<file path="src/rtl/lcd_tgen_pkg.sv">
package lcd_tgen_pkg;

  // window slots; bit 0 selects the axis (0 = horizontal, 1 = vertical)
  localparam int NWIN = 4;
  localparam int WIN_HSYNC = 0;
  localparam int WIN_VSYNC = 1;
  localparam int WIN_HACT  = 2;
  localparam int WIN_VACT  = 3;

  typedef struct packed {
    logic serial;
    logic pclk_inv;
    logic hs_inv;
    logic vs_inv;
  } mode_t;

endpackage

</file>
<file path="src/rtl/lcd_tgen_shadow.sv">
module lcd_tgen_shadow
  import lcd_tgen_pkg::*;
#(
  parameter int CW = 16,
  localparam int RW = 2 * CW
) (
  input  logic                     clk,
  input  logic                     rst,
  input  logic                     load,
  input  logic [NWIN-1:0][RW-1:0]  win_i,
  input  logic [RW-1:0]            total_i,
  input  mode_t                    mode_i,
  output logic [NWIN-1:0][RW-1:0]  win_q,
  output logic [CW-1:0]            htot_q,
  output logic [CW-1:0]            vtot_q,
  output mode_t                    mode_q
);

  // settings are captured only in reset or on the frame-end edge
  always_ff @(posedge clk) begin
    if (rst || load) begin
      win_q  <= win_i;
      htot_q <= total_i[RW-1:CW];
      vtot_q <= total_i[CW-1:0];
      mode_q <= mode_i;
    end
  end

endmodule

</file>
<file path="src/rtl/lcd_tgen_axis.sv">
module lcd_tgen_axis #(
  parameter int CW = 16
) (
  input  logic          clk,
  input  logic          rst,
  input  logic          step,
  input  logic [CW-1:0] total,
  output logic [CW-1:0] cnt,
  output logic          wrap
);

  logic [CW:0] next_cnt;

  assign next_cnt = {1'b0, cnt} + {{CW{1'b0}}, 1'b1};
  // wrap after total-1; totals of 0 or 1 wrap every step
  assign wrap     = step && (next_cnt >= {1'b0, total});

  always_ff @(posedge clk) begin
    if (rst)
      cnt <= '0;
    else if (step)
      cnt <= wrap ? '0 : next_cnt[CW-1:0];
  end

endmodule

</file>
<file path="src/rtl/lcd_tgen_win.sv">
module lcd_tgen_win #(
  parameter int CW = 16,
  localparam int RW = 2 * CW
) (
  input  logic [CW-1:0] cnt,
  input  logic [RW-1:0] word,
  output logic          hit,
  output logic [CW-1:0] offset
);

  logic [CW-1:0] w_start;
  logic [CW-1:0] w_end;

  // start in the upper half, end in the lower half
  assign w_start = word[RW-1:CW];
  assign w_end   = word[CW-1:0];
  assign hit     = (cnt >= w_start) && (cnt < w_end);
  assign offset  = cnt - w_start;

endmodule

</file>
<file path="src/rtl/lcd_tgen_out.sv">
module lcd_tgen_out
  import lcd_tgen_pkg::*;
#(
  parameter int CW = 16
) (
  input  logic            clk,
  input  logic            rst,
  input  logic [NWIN-1:0] hit,
  input  logic [CW-1:0]   hoff,
  input  logic [CW-1:0]   voff,
  input  logic [1:0]      sub,
  input  mode_t           mode,
  output logic            hsync_o,
  output logic            vsync_o,
  output logic            de_o,
  output logic [CW-1:0]   x_o,
  output logic [CW-1:0]   y_o,
  output logic [1:0]      sub_o,
  output logic            pclk_inv_o
);

  logic de_n;

  assign de_n = hit[WIN_HACT] && hit[WIN_VACT];

  // one register stage between counter position and pins
  always_ff @(posedge clk) begin
    if (rst) begin
      hsync_o    <= 1'b0;
      vsync_o    <= 1'b0;
      de_o       <= 1'b0;
      x_o        <= '0;
      y_o        <= '0;
      sub_o      <= '0;
      pclk_inv_o <= 1'b0;
    end else begin
      hsync_o    <= hit[WIN_HSYNC] ^ mode.hs_inv;
      vsync_o    <= hit[WIN_VSYNC] ^ mode.vs_inv;
      de_o       <= de_n;
      x_o        <= de_n ? hoff : '0;
      y_o        <= de_n ? voff : '0;
      sub_o      <= (de_n && mode.serial) ? sub : 2'd0;
      pclk_inv_o <= mode.pclk_inv;
    end
  end

endmodule

</file>
<file path="src/rtl/lcd_tgen_top.sv">
module lcd_tgen_top
  import lcd_tgen_pkg::*;
#(
  parameter int CW = 16,
  localparam int RW = 2 * CW
) (
  input  logic          clk,
  input  logic          rst,
  input  logic [RW-1:0] hsync_win_i,
  input  logic [RW-1:0] vsync_win_i,
  input  logic [RW-1:0] hact_win_i,
  input  logic [RW-1:0] vact_win_i,
  input  logic [RW-1:0] total_i,
  input  logic          serial_i,
  input  logic          pclk_inv_i,
  input  logic          hsync_inv_i,
  input  logic          vsync_inv_i,
  output logic          hsync_o,
  output logic          vsync_o,
  output logic          de_o,
  output logic [CW-1:0] x_o,
  output logic [CW-1:0] y_o,
  output logic [1:0]    sub_o,
  output logic          pclk_inv_o
);

  logic [NWIN-1:0][RW-1:0] win_in;
  logic [NWIN-1:0][RW-1:0] win_q;
  logic [NWIN-1:0][CW-1:0] win_off;
  logic [NWIN-1:0]         win_hit;
  logic [CW-1:0]           htot;
  logic [CW-1:0]           vtot;
  mode_t                   mode_in;
  mode_t                   mode_q;
  logic [CW-1:0]           hcnt;
  logic [CW-1:0]           vcnt;
  logic                    line_end;
  logic                    frame_end;
  logic                    hstep;
  logic                    stretch;
  logic [1:0]              sub;
  logic                    ser_active;

  assign win_in[WIN_HSYNC] = hsync_win_i;
  assign win_in[WIN_VSYNC] = vsync_win_i;
  assign win_in[WIN_HACT]  = hact_win_i;
  assign win_in[WIN_VACT]  = vact_win_i;
  assign mode_in = '{serial: serial_i, pclk_inv: pclk_inv_i,
                     hs_inv: hsync_inv_i, vs_inv: vsync_inv_i};

  lcd_tgen_shadow #(.CW(CW)) u_shadow (
    .clk(clk), .rst(rst), .load(frame_end),
    .win_i(win_in), .total_i(total_i), .mode_i(mode_in),
    .win_q(win_q), .htot_q(htot), .vtot_q(vtot), .mode_q(mode_q)
  );

  // one comparator per window; even slots watch h, odd slots watch v
  for (genvar w = 0; w < NWIN; w++) begin : g_win
    lcd_tgen_win #(.CW(CW)) u_win (
      .cnt((w % 2 == 0) ? hcnt : vcnt),
      .word(win_q[w]),
      .hit(win_hit[w]),
      .offset(win_off[w])
    );
  end

  // in serial mode an active position holds for three clocks
  assign ser_active = mode_q.serial;
  assign stretch    = ser_active && win_hit[WIN_HACT];
  assign hstep      = !stretch || (sub == 2'd2);

  always_ff @(posedge clk) begin
    if (rst || !stretch || hstep)
      sub <= 2'd0;
    else
      sub <= sub + 2'd1;
  end

  lcd_tgen_axis #(.CW(CW)) u_hcnt (
    .clk(clk), .rst(rst), .step(hstep), .total(htot),
    .cnt(hcnt), .wrap(line_end)
  );

  lcd_tgen_axis #(.CW(CW)) u_vcnt (
    .clk(clk), .rst(rst), .step(line_end), .total(vtot),
    .cnt(vcnt), .wrap(frame_end)
  );

  lcd_tgen_out #(.CW(CW)) u_out (
    .clk(clk), .rst(rst), .hit(win_hit),
    .hoff(win_off[WIN_HACT]), .voff(win_off[WIN_VACT]),
    .sub(sub), .mode(mode_q),
    .hsync_o(hsync_o), .vsync_o(vsync_o), .de_o(de_o),
    .x_o(x_o), .y_o(y_o), .sub_o(sub_o), .pclk_inv_o(pclk_inv_o)
  );

endmodule

</file>
<file path="config.mk">
export PLATFORM = sky130hd
export DESIGN_NAME = lcd_tgen_top
export DESIGN_NICKNAME = d
export VERILOG_FILES = /design/src/rtl/lcd_tgen_pkg.sv /design/src/rtl/lcd_tgen_shadow.sv /design/src/rtl/lcd_tgen_axis.sv /design/src/rtl/lcd_tgen_win.sv /design/src/rtl/lcd_tgen_out.sv /design/src/rtl/lcd_tgen_top.sv
export SDC_FILE = /design/constraint.sdc
export NUM_CORES = 1
export LEC_CHECK = 0
export BUFFER_PORTS_ARGS = -buffer_cell sky130_fd_sc_hd__buf_2
export CORE_MARGIN = 2
export CORE_UTILIZATION = 50
export DETAILED_ROUTE_END_ITERATION = 6
export PLACE_DENSITY = 0.72
export SYNTH_ARGS = -nofsm -noshare
export SYNTH_HDL_FRONTEND = slang
export SYNTH_SLANG_ARGS = --single-unit
</file>
<file path="constraint.sdc">
create_clock -name clk -period 21.5 [get_ports clk]
set_clock_uncertainty 0.05 [all_clocks]
set_input_delay 3.225 -clock clk [delete_from_list [all_inputs] [get_ports clk]]
set_output_delay 3.225 -clock clk [all_outputs]
set_load 0.1 [all_outputs]
</file>
# Yosys cells after proc, flatten, opt, wreduce, memory -nomap -nowiden
# Index checks and enable logic that the tools add are counted.
# totals
regBits	236
# classes
add_sub_neg	5
eq_ne	1
order_cmp	10
n_mux	2
bitwise_logic	4
n_reduce_logical	16
# op_table
cell	count
$ge A16 B16 Y1	4
$lt A16 B16 Y1	4
$add A16 B1 Y17 const B	2
$ge A17 B16 Y1	2
$mux W16	2
$sub A16 B16 Y16	2
$logic_and A1 B1 Y1	9
$logic_or A1 B1 Y1	4
$reduce_or A2 Y1	2
$add A2 B1 Y2 const B	1
$eq A2 B2 Y1 const B	1
$not A1 Y1	2
$xor A1 B1 Y1	2
$logic_not A1 Y1	1

# Depth between registers and ports, before layout
# depth
depth_word	8
depth_mapped	16
ltp_nobuf	15

# By module
# Synthesis repeated with hierarchy kept, for this count alone.
# unflattened
hier_cells	1376
area_unflattened_um2	14278.7
# modules_own_cells
mod	seq_area_each_um2	n_inst	cells_per_inst	area_each_um2
lcd_tgen_win	0.0	4	190	1311.3
lcd_tgen_shadow	4924.7	1	165	4931.0
lcd_tgen_axis	320.3	2	181	1441.4
lcd_tgen_out	760.7	1	82	1123.6
lcd_tgen_top	40.0	1	7	96.3

# Worst setup path after synthesis
# OpenSTA, ideal clock, no wires.
# synth_path
path_type	register -> register
startpoint	register u_vcnt.cnt[1]
endpoint	register u_shadow.htot_q[0], enable pin
path_buffers	0
slack_ps	6068
path_stages_with_launch	15
arrival_ps	14467
synth_period_minus_slack_ps	15432
setup_ps	915
required_time_ps	20535
path_cell_list	dfxtp_1 > ha_1 > and3_1 > nand3_1 > nor2_1 > nand3_1 > xnor2_1 > ha_1 > o21a_1 > o21ai_0 > a2111oi_0 > a211oi_2 > o211ai_2 > inv_1 > o21ai_0
# synth_via
elab_chain_len	4
# synth_rtl
element	line_no	text
from (decl)	lcd_tgen_axis.sv:8	output logic [CW-1:0] cnt,
from (signal assigned)	lcd_tgen_axis.sv:22	cnt <= wrap ? '0 : next_cnt[CW-1:0];
$add A16 B1 Y17	lcd_tgen_axis.sv:14	assign next_cnt = {1'b0, cnt} + {{CW{1'b0}}, 1'b1};
$ge A17 B16 Y1	lcd_tgen_axis.sv:16	assign wrap = step && (next_cnt >= {1'b0, total});
$logic_and A1 B1 Y1	lcd_tgen_axis.sv:16	
$logic_or A1 B1 Y1	lcd_tgen_shadow.sv:21	if (rst || load) begin
to (signal assigned)	lcd_tgen_shadow.sv:23	htot_q <= total_i[RW-1:CW];
to (decl)	lcd_tgen_shadow.sv:14	output logic [CW-1:0] htot_q,
# No other way between the ends.
# A chain may end at the register's enable or synchronous reset.

# Final worst setup path
# layout_path
startpoint	register u_vcnt.cnt[1]
endpoint	register u_shadow.htot_q[8], enable pin
# The elaborated chain is that of the path after synthesis.

==> flow_summary.json <==
{
  "max_slew_margin_pct": 21.6,
  "drc": 0,
  "antenna_found_initial": 2,
  "overflow": 0,
  "hold_class": "flip-flop to flip-flop",
  "grt_pass1_wl_um": 44100,
  "place_congestion": 0.875,
  "wl_per_cell_um": 16.3,
  "r2r_start": "u_vcnt.cnt[1]",
  "top_layer": "met5",
  "wl_met1_um": 13100,
  "placed_area_mm2": 0.0139,
  "fmax_ghz": 0.184,
  "path_max_fanout": 51,
  "post-route-util_pct": 60.3,
  "netlist_area_mm2": 0.0125,
  "chipHeight_um": 162,
  "root_buffer": "clkbuf_16",
  "fin_area_mm2": 0.0148,
  "die-area_mm2": 0.0264,
  "ant_nets": 0,
  "worstSkewPairLatency_ns": 0.53,
  "clock-sinks": 236,
  "post_cts_resized": 0,
  "cp_cell_sequence": "ha_1, and3_1, nand3_1, nor2_1, nand3_1, xnor2_1, ha_1, o21a_1, o21ai_0, a2111oi_0, a211oi_2, o211ai_2, inv_1, o21ai_4, buf_4, buf_4",
  "yosysSeqAreaShare_pct": 50.8,
  "place_ws_ns": 15.63,
  "io_pins": 204,
  "cts_max_level": 1,
  "rows": 57,
  "start_kind": "flip-flop",
  "maxSlewViolCount": 0,
  "power_density_mw_per_mm2": 70.3,
  "die_w_um": 162,
  "reg2reg_depth": 16,
  "grt.total_usage_pct": 21.1,
  "hold_viol": 0,
  "synthTopCellsByArea": "edfxtp_1 39%, ha_1 16%, dfxtp_1 11%",
  "hold-worst-slack_ns": 0.390,
  "fin_ws_ns": 16.06,
  "cts_tree": "yes",
  "p_leak_nw": 7.02,
  "core_area_mm2": 0.0245,
  "critPathLaunch": "u_vcnt.cnt[1]",
  "fin_tns_setup_ns": 0,
  "synth_nets": 1463,
  "port_buffers": 203,
  "endpoint": "u_shadow.htot_q[8]",
  "drv_cap": 0,
  "irDropWorstVdd_v": 0.0000576,
  "arrival_ns": 5.54,
  "setup_viol": 0,
  "drt_wl_total_um": 27700,
  "nets": 1679,
  "r2r_slack_ns": 16.06,
  "synth-seq-cells": 236,
  "path_buf_inv": 3,
  "path_clk_slew_ns": 0.06,
  "dr_total_vias": 8914,
  "timing.final.crit_share_pct": 25.3,
  "crit_type": "flip-flop to flip-flop",
  "grt_setup_unrepaired": "false",
  "synth_cells": 1136,
  "routed-wl-met3_um": 1460,
  "cts_setup_buffers": 0,
  "final_layout_size_suffix_gt1_share_pct": 19.2,
  "status": "complete, no violations",
  "grt_max_degree": 75,
  "ys_warn_count": 0,
  "clock_path_buffers": 3,
  "numCtsBuffers": 26,
  "cp.required_ns": 21.60,
  "async_flop_share_pct": 0,
  "cts_hold_buffers": 0,
  "layout-area-overhead-vs-synth_pct": 17.7,
  "num_antenna_cells": 0,
  "cp.depth": 16,
  "grt_pass1_vias": 8806,
  "reg2reg_to": "u_shadow.htot_q[8]",
  "synthDistinctLibCells": 64,
  "wl_met2_um": 12100,
  "fin_crit_ns": 5.44,
  "dp_hpwl_um": 20700,
  "critPathCaptureType": "flip-flop",
  "synth_flop_cell": "edfxtp_1",
  "avgSynthCellArea_um2": 11.0,
  "start_util_pct": 51.3,
  "vias_per_cell": 5.26,
  "drt_iter0_drc": 478,
  "synth_area_leader_cell": "edfxtp_1",
  "worstMarginPinSlew_ns": 1.18,
  "crit_family": "buffers and inverters",
  "synth_top_cell_area_share_pct": 39.3,
  "cpPeakStageDelay_ns": 0.63,
  "dr.pass1.iters": 4,
  "synth_edf_count": 164,
  "cp_slowest_cell": "buf_4"
}
## layout make-up
cell class | instances | area [µm²]
sequential | 236 | 6370
fill | 2054 | 9710
clock inverter | 12 | 134
multi-input combinational | 701 | 5380
inverter | 180 | 676
tap | 324 | 405
clock buffer | 36 | 751
timing repair buffer | 207 | 1050
## cell usage after synthesis, types with 5 or more instances
master,count
ha_1,159
or3_1,5
a32o_1,14
nor3_1,25
dfxtp_1,72
buf_6,6
o31ai_1,11
nand2_1,39
a21oi_1,48
o21a_1,9
o32ai_1,5
nor3b_1,7
nand3_1,38
nand2b_1,12
and3_1,13
a2111oi_0,6
xnor2_1,28
o21bai_1,10
o21ai_0,47
edfxtp_1,164
clkbuf_1,6
nor2b_1,17
nor2_1,78
inv_1,180
nand4_1,16
xor2_1,25
a211oi_1,9
a21o_1,20
## worst min-delay path by stage
stage | endpoint | slack, ns | cells after the start | start
2_1_floorplan | sub[0] | 0.35 | 1 | sub[0]
3_3_place_gp | sub[0] | 0.36 | 1 | sub[0]
3_5_place_dp | sub[0] | 0.38 | 1 | sub[0]
4_1_cts | sub[0] | 0.39 | 1 | sub[0]
5_1_grt | sub[0] | 0.42 | 1 | sub[0]
6_report | sub[0] | 0.39 | 1 | sub[0]
## cell families (layout without fill, tap and decap cells)
family,after synthesis,in the layout,share of synthesized area (%)
AND/OR/NAND/NOR,269,269,11.0
flip-flops,236,236,50.8
AO/OA/AOI/OAI,216,216,11.8
buffers and inverters,199,435,6.43
adder cells (fa/ha/maj),161,161,16.2
XOR/XNOR,53,53,3.70
multiplexers,2,2,0.180
## layout by cell type (no fill, tap or decap), drive strengths merged, types with 39 or more instances in the layout
cell,instances
a21oi,49
buf,207
dfxtp,72
edfxtp,164
ha,159
inv,181
nand2,39
nand3,39
nor2,78
o21ai,53
## flip-flops by register name, summed over array words and instances, names as in the netlist
name,cells
u_vcnt.cnt,16
u_out.de_o,1
u_out.sub_o,2
u_shadow.win_q,128
u_shadow.mode_q,4
u_shadow.htot_q,16
u_out.hsync_o,1
u_out.x_o,16
u_out.vsync_o,1
u_shadow.vtot_q,16
u_out.pclk_inv_o,1
sub,2
u_hcnt.cnt,16
u_out.y_o,16
## per-layer routing
layer	up-vias	GRT usage (%)
met1	4082	30.6
met4	2	8.21
met5	-	0
met2	272	32.3
met3	65	2.70
li1	4493	-
## power breakdown
part / switching [W] / leakage (nW) / internal [W]
Clock: 0.000177 / 0.432 / 0.000279
Sequential: 0.00000603 / 2.19 / 0.000506
Combinational: 0.0000396 / 4.40 / 0.0000286
## through the flow
step	std cells	power (W)
floorplan	1136	0.000566
global placement	1648	0.000588
detailed placement	1648	0.000590
CTS	1696	0.00105
global route	1696	0.00108
finish	1696	0.00104
Note: power is estimated with default switching activity, not from simulation.
